### config.mk
export PLATFORM = sky130hd
export DESIGN_NAME = cam_pixel_pack
export DESIGN_NICKNAME = d
export VERILOG_FILES = /design/src/rtl/cam_pixel_pack_pkg.sv /design/src/rtl/cam_pixel_phase.sv /design/src/rtl/cam_pixel_join.sv /design/src/rtl/cam_sync_align.sv /design/src/rtl/cam_pixel_pack.sv
export SDC_FILE = /design/constraint.sdc
export NUM_CORES = 1
export LEC_CHECK = 0
export ABC_AREA = 1
export CAP_MARGIN = 25
export CORE_MARGIN = 3
export CORE_UTILIZATION = 40
export CTS_CLUSTER_DIAMETER = 50
export DETAILED_ROUTE_END_ITERATION = 10
export PLACE_DENSITY = 0.72
export SYNTH_ARGS = -nofsm -noshare
export SYNTH_HDL_FRONTEND = slang
export SYNTH_SLANG_ARGS = --single-unit
### constraint.sdc
create_clock -name clk -period 0.9 [get_ports clk]
set_input_delay 0.135 -clock clk [delete_from_list [all_inputs] [get_ports clk]]
set_output_delay 0.135 -clock clk [all_outputs]
set_load 0.05 [all_outputs]
### src/rtl/cam_pixel_pack_pkg.sv
// Shared definitions for the byte-pair pixel assembler.
// Assumes: a pixel is exactly two bus bytes, earlier byte is the upper half.
package cam_pixel_pack_pkg;
    // Which half of a pixel the next line-valid byte belongs to
    typedef enum logic {
        PH_UPPER = 1'b0,
        PH_LOWER = 1'b1
    } byte_phase_e;

    localparam int unsigned BYTES_PER_PIXEL = 2;
endpackage

### src/rtl/cam_pixel_phase.sv
// Byte-phase tracker. Decides whether the current line-valid byte is the
// upper or the lower half of a pixel. The phase is forced back to the upper
// half whenever line-valid is low.
// Assumes: synchronous active-low reset, one byte per clock while href is high.
module cam_pixel_phase
    import cam_pixel_pack_pkg::*;
(
    input  logic clk,
    input  logic rst_n,
    input  logic href,
    output logic take_upper,
    output logic take_lower
);
    byte_phase_e phase_q;

    // Strobes for the byte on the bus this cycle
    always_comb begin
        take_upper = href && (phase_q == PH_UPPER);
        take_lower = href && (phase_q == PH_LOWER);
    end

    // Advance the phase on each valid byte, re-arm it while href is low
    always_ff @(posedge clk) begin
        if (!rst_n) begin
            phase_q <= PH_UPPER;
        end else if (!href) begin
            phase_q <= PH_UPPER;
        end else begin
            phase_q <= (phase_q == PH_UPPER) ? PH_LOWER : PH_UPPER;
        end
    end
endmodule

### src/rtl/cam_pixel_join.sv
// Byte joiner. Holds the upper byte, then writes the full word together with
// a one-cycle valid pulse when the lower byte arrives. The output word holds
// between pulses.
// Assumes: take_upper and take_lower are never high together.
module cam_pixel_join #(
    parameter int unsigned BYTE_W = 8,
    localparam int unsigned WORD_W = 2 * BYTE_W
) (
    input  logic              clk,
    input  logic              rst_n,
    input  logic [BYTE_W-1:0] byte_in,
    input  logic              take_upper,
    input  logic              take_lower,
    output logic [WORD_W-1:0] word_out,
    output logic              word_valid
);
    logic [BYTE_W-1:0] upper_q;

    // Park the upper byte until its partner arrives
    always_ff @(posedge clk) begin
        if (!rst_n) begin
            upper_q <= '0;
        end else if (take_upper) begin
            upper_q <= byte_in;
        end
    end

    // Publish the joined word and pulse valid for one cycle
    always_ff @(posedge clk) begin
        if (!rst_n) begin
            word_out   <= '0;
            word_valid <= 1'b0;
        end else begin
            word_valid <= take_lower;
            if (take_lower) begin
                word_out <= {upper_q, byte_in};
            end
        end
    end
endmodule

### src/rtl/cam_sync_align.sv
// Qualifier aligner. Delays a bundle of sync strobes by one register stage
// so that they change in the same cycle as the joined word.
// Assumes: the joiner has exactly one register stage on its output.
module cam_sync_align #(
    parameter int unsigned N_SIG = 2
) (
    input  logic             clk,
    input  logic             rst_n,
    input  logic [N_SIG-1:0] sig_in,
    output logic [N_SIG-1:0] sig_out
);
    genvar g;
    generate
        for (g = 0; g < N_SIG; g++) begin : g_stage
            // One flop per strobe, cleared by reset
            always_ff @(posedge clk) begin
                if (!rst_n) begin
                    sig_out[g] <= 1'b0;
                end else begin
                    sig_out[g] <= sig_in[g];
                end
            end
        end
    endgenerate
endmodule

### src/rtl/cam_pixel_pack.sv
// Top of the byte-pair pixel assembler. Joins two consecutive line-valid
// bytes into one RGB565 word, pulses pix_valid once per word, and delays
// line-valid and frame sync to line up with the word.
// Assumes: single pixel-clock domain, synchronous active-low reset.
module cam_pixel_pack #(
    parameter int unsigned BYTE_W = 8,
    localparam int unsigned WORD_W = 2 * BYTE_W
) (
    input  logic              clk,
    input  logic              rst_n,
    input  logic [BYTE_W-1:0] cam_data,
    input  logic              cam_href,
    input  logic              cam_vsync,
    output logic [WORD_W-1:0] pix_data,
    output logic              pix_valid,
    output logic              pix_href,
    output logic              pix_vsync
);
    logic take_upper;
    logic take_lower;
    logic [1:0] sync_d;

    cam_pixel_phase u_phase (
        .clk        (clk),
        .rst_n      (rst_n),
        .href       (cam_href),
        .take_upper (take_upper),
        .take_lower (take_lower)
    );

    cam_pixel_join #(.BYTE_W(BYTE_W)) u_join (
        .clk        (clk),
        .rst_n      (rst_n),
        .byte_in    (cam_data),
        .take_upper (take_upper),
        .take_lower (take_lower),
        .word_out   (pix_data),
        .word_valid (pix_valid)
    );

    cam_sync_align #(.N_SIG(2)) u_sync (
        .clk     (clk),
        .rst_n   (rst_n),
        .sig_in  ({cam_vsync, cam_href}),
        .sig_out (sync_d)
    );

    // Unpack the delayed qualifiers
    always_comb begin
        pix_href  = sync_d[0];
        pix_vsync = sync_d[1];
    end
endmodule

==> key figures <==
Die
  – Core area: 2500 µm²
  – Rows: 18
  – Die ar.: 3314 µm²
  – Die width: 57.57 µm
  – Starting Density: 42.54%
  – Die height: 57.57 µm
  – IO Count: 31

Drt
  – Final wirelength: 2.480 mm
  – DRC violations left: 0
  – First drt pass iteration count: 4
  – DR iter-0 viols: 30
  – Routed vias/inst: 4.995
  – Routed len/inst: 12.22 µm
  – Final ANT Viol Nets: 0
  – DR vias: 1014

Power
  – Logic pwr share: 19.8%
  – Sw Pwr: 0.6201 mW
  – Sequential Power Share: 58.6%
  – Clock Power Share: 21.6%
  – Switching Share: 27.06%
  – LEAKAGE: 0.7177 nW
  – Power Total: 2.291 mW
  – Design internal power: 1.671 mW
  – Cell Pwr Density: 1308 nW/µm²
  – Worst VDD drop: 1.313 mV

Synthesis
  – Synth Area per Inst: 7.878 µm²
  – Cell Area, Synth: 1064 µm²
  – #FFs+latches synth: 28
  – Post-synthesis cell count: 135
  – Yosys warns: 0
  – Sequential area share after synthesis: 52.71%
  – Syn Nets: 147
  – Post-synth cell types: 14

STA
  – Unrepaired setup endpoints after global routing: yes
  – Maximum clock rate: 1.025 GHz
  – Slew headroom: 74.59%
  – Tmin final: 0.9752 ns
  – Endpoints failing setup: 27
  – Skew final: 0.001979 ns
  – Setup ws final: -0.07518 ns
  – Final Max Slew Viols: 0
  – Worst-Margin Slew: 0.3811 ns
  – Hold Vio Cnt, Final: 0
  – Crit share post-route: 108.4%

Placed design
  – PortBufs: 30
  – Worst slack at placement: -0.4272 ns
  – GP Congestion: 0.7800
  – Detail Placement HPWL: 1.748 mm
  – DP Cell Count: 196

Critical path
  – Delay-heaviest family, CP: flip-flops
  – Data required, critical path: 0.76 ns
  – Max incr delay on CP: 0.38 ns
  – CP arrival: 0.84 ns
  – Slowest CP cell: dfxtp_2
  – CP startpoint kind: flop
  – WS Path Type: reg -> out
  – Critical Path End Type: output port
  – CP Cell Sequence: buf_12
  – CP Buf/Inv Count: 1
  – Critical Path Fanout Max: 2

Final layout
  – Finished Layout Cells: 203
  – Layout Nets: 187
  – # fillers: 185
  – Most frequent cells in the layout: nand2_1 (26), nand3_1 (21), buf_12 (20)
  – Leading cell type in the layout, fill and taps excluded: nand2_1
  – Share of post-route cells with drive strength above 1: 38.73%
  – P&R area growth vs syn: 64.71%
  – Ant. Diodes: 0

Status
  – Status: finished with violations
  – Violated checks: negative setup slack

Global routing
  – Initial antenna violation count: 0
  – All-Layer GR Usage: 15.31%
  – Global-route wire length before repair: 4.029 mm
  – Total congestion overflow: 0
  – Largest net degree at the start of global routing: 18
  – Vias in the first global route: 973

CTS
  – CTS hold repair buffers: 0
  – H-tree Lvls: 1
  – Root Buffer Master: clkbuf_4
  – Clock buffer count from CTS: 3
  – Skew-Pair Late Insertion Delay: 0.32 ns
  – Clk pin slew, worst setup/hold paths: 0.14 ns
  – CTS sink cnt: 28
  – Max clock buf depth: 2
  – CTS tree: done

Min path
  – Worst min path class: in -> reg

Run
  – Max-cap violations: 0
layout make-up:
| type | instances | area (µm²) | area share (%) |
|---|---|---|---|
| inverter | 13 | 48.80 | 2.786 |
| sequential | 28 | 590.6 | 33.71 |
| tap | 30 | 37.54 | 2.143 |
| timing repair buffer | 43 | 614.3 | 35.07 |
| multi-input combinational | 86 | 437.9 | 25.00 |
| clock buffer | 3 | 22.52 | 1.286 |
sequential cells by signal (all words and copies together), names as in the netlist:
signal             count
u_join.word_out       16
u_join.upper_q         8
u_sync.sig_out         2
u_join.word_valid      1
u_phase.phase_q        1
cells in the mapped netlist:
cell type / n / share of area, %
dfxtp_1: 28 / 53
clkinv_1: 1 / 0.35
inv_1: 12 / 4.2
nand2_2: 1 / 0.59
nand3_1: 24 / 11
a21oi_1: 16 / 7.5
buf_2: 1 / 0.47
nor2_1: 18 / 6.4
nand2_1: 26 / 9.2
buf_6: 3 / 3.2
nor2_4: 1 / 1.1
clkbuf_1: 1 / 0.35
clkbuf_8: 1 / 1.3
buf_4: 2 / 1.4
worst register-to-register path: cells and delay by family, from the launching register on:
kind          cells  cell delay [ns]
buf+inv           1             0.13
flops             1             0.42
simple gates      3             0.34
worst paths after layout:
| check | slack, ns | end | cells past startpoint | startpoint |
|---|---|---|---|---|
| worst max-delay path | -0.08 | pix_data[6] | 1 | u_join.word_out[6]$_SDFFE_PN0P_ |
| worst min-delay path | 0.32 | u_sync.sig_out[1]$_SDFF_PN0_ | 3 | cam_vsync |
| worst max register to register | -0.04 | u_join.upper_q[3]$_SDFFE_PN0P_ | 4 | u_phase.phase_q$_SDFF_PN0_ |
| worst min register to register | 0.47 | u_join.word_out[13]$_SDFFE_PN0P_ | 2 | u_join.upper_q[5]$_SDFFE_PN0P_ |
cells by family after synthesis:
logic type,count (synthesis),synth area share [%]
and+or+nand+nor,70,28.47
AOI/OAI and AO/OA,16,7.530
DFF,28,52.71
buffers and inverters,21,11.29
power by group through the flow:
stage	Sequential [mW]	Clock (mW)	Combinational [mW]
finish	1.34	0.496	0.453
global route	1.35	0.547	0.486
CTS	1.34	0.511	0.433
detailed placement	1.36	0	0.425
global placement	1.36	0	0.417
floorplan	1.42	0	0.160
per-layer routing:
metal / vias to the layer above / wire, µm / share of wire [%] / global-route usage, %
li1: 505 / - / - / -
met1: 489 / 986 / 40 / 16.36
met2: 18 / 1362 / 55 / 29.52
met3: 2 / 116 / 4.7 / 4.977
met4: 0 / 15 / 0.60 / 1.987
met5: - / 0 / 0 / 0
per-stage QoR:
stage               hold slack, ns  instance area [µm²]  TNS [ns]  util (%)
floorplan                   0.2326                 1064         0         -
global placement            0.4614                 1600    -8.883     64.01
detailed placement          0.4677                 1600    -9.926     64.01
CTS                         0.3097                 1680    -1.457     67.22
global route                0.3427                 1752    -2.657     70.07
finish                      0.3202                 1752    -1.459     70.07
repair_timing:
action | in CTS | in global routing
gates resized for setup | 24 | 15
endpoints found under the setup margin | 44 | 34
pin swaps | 16 | 17
buffers inserted | 3 | 1
(Power assumes the default switching activity.)
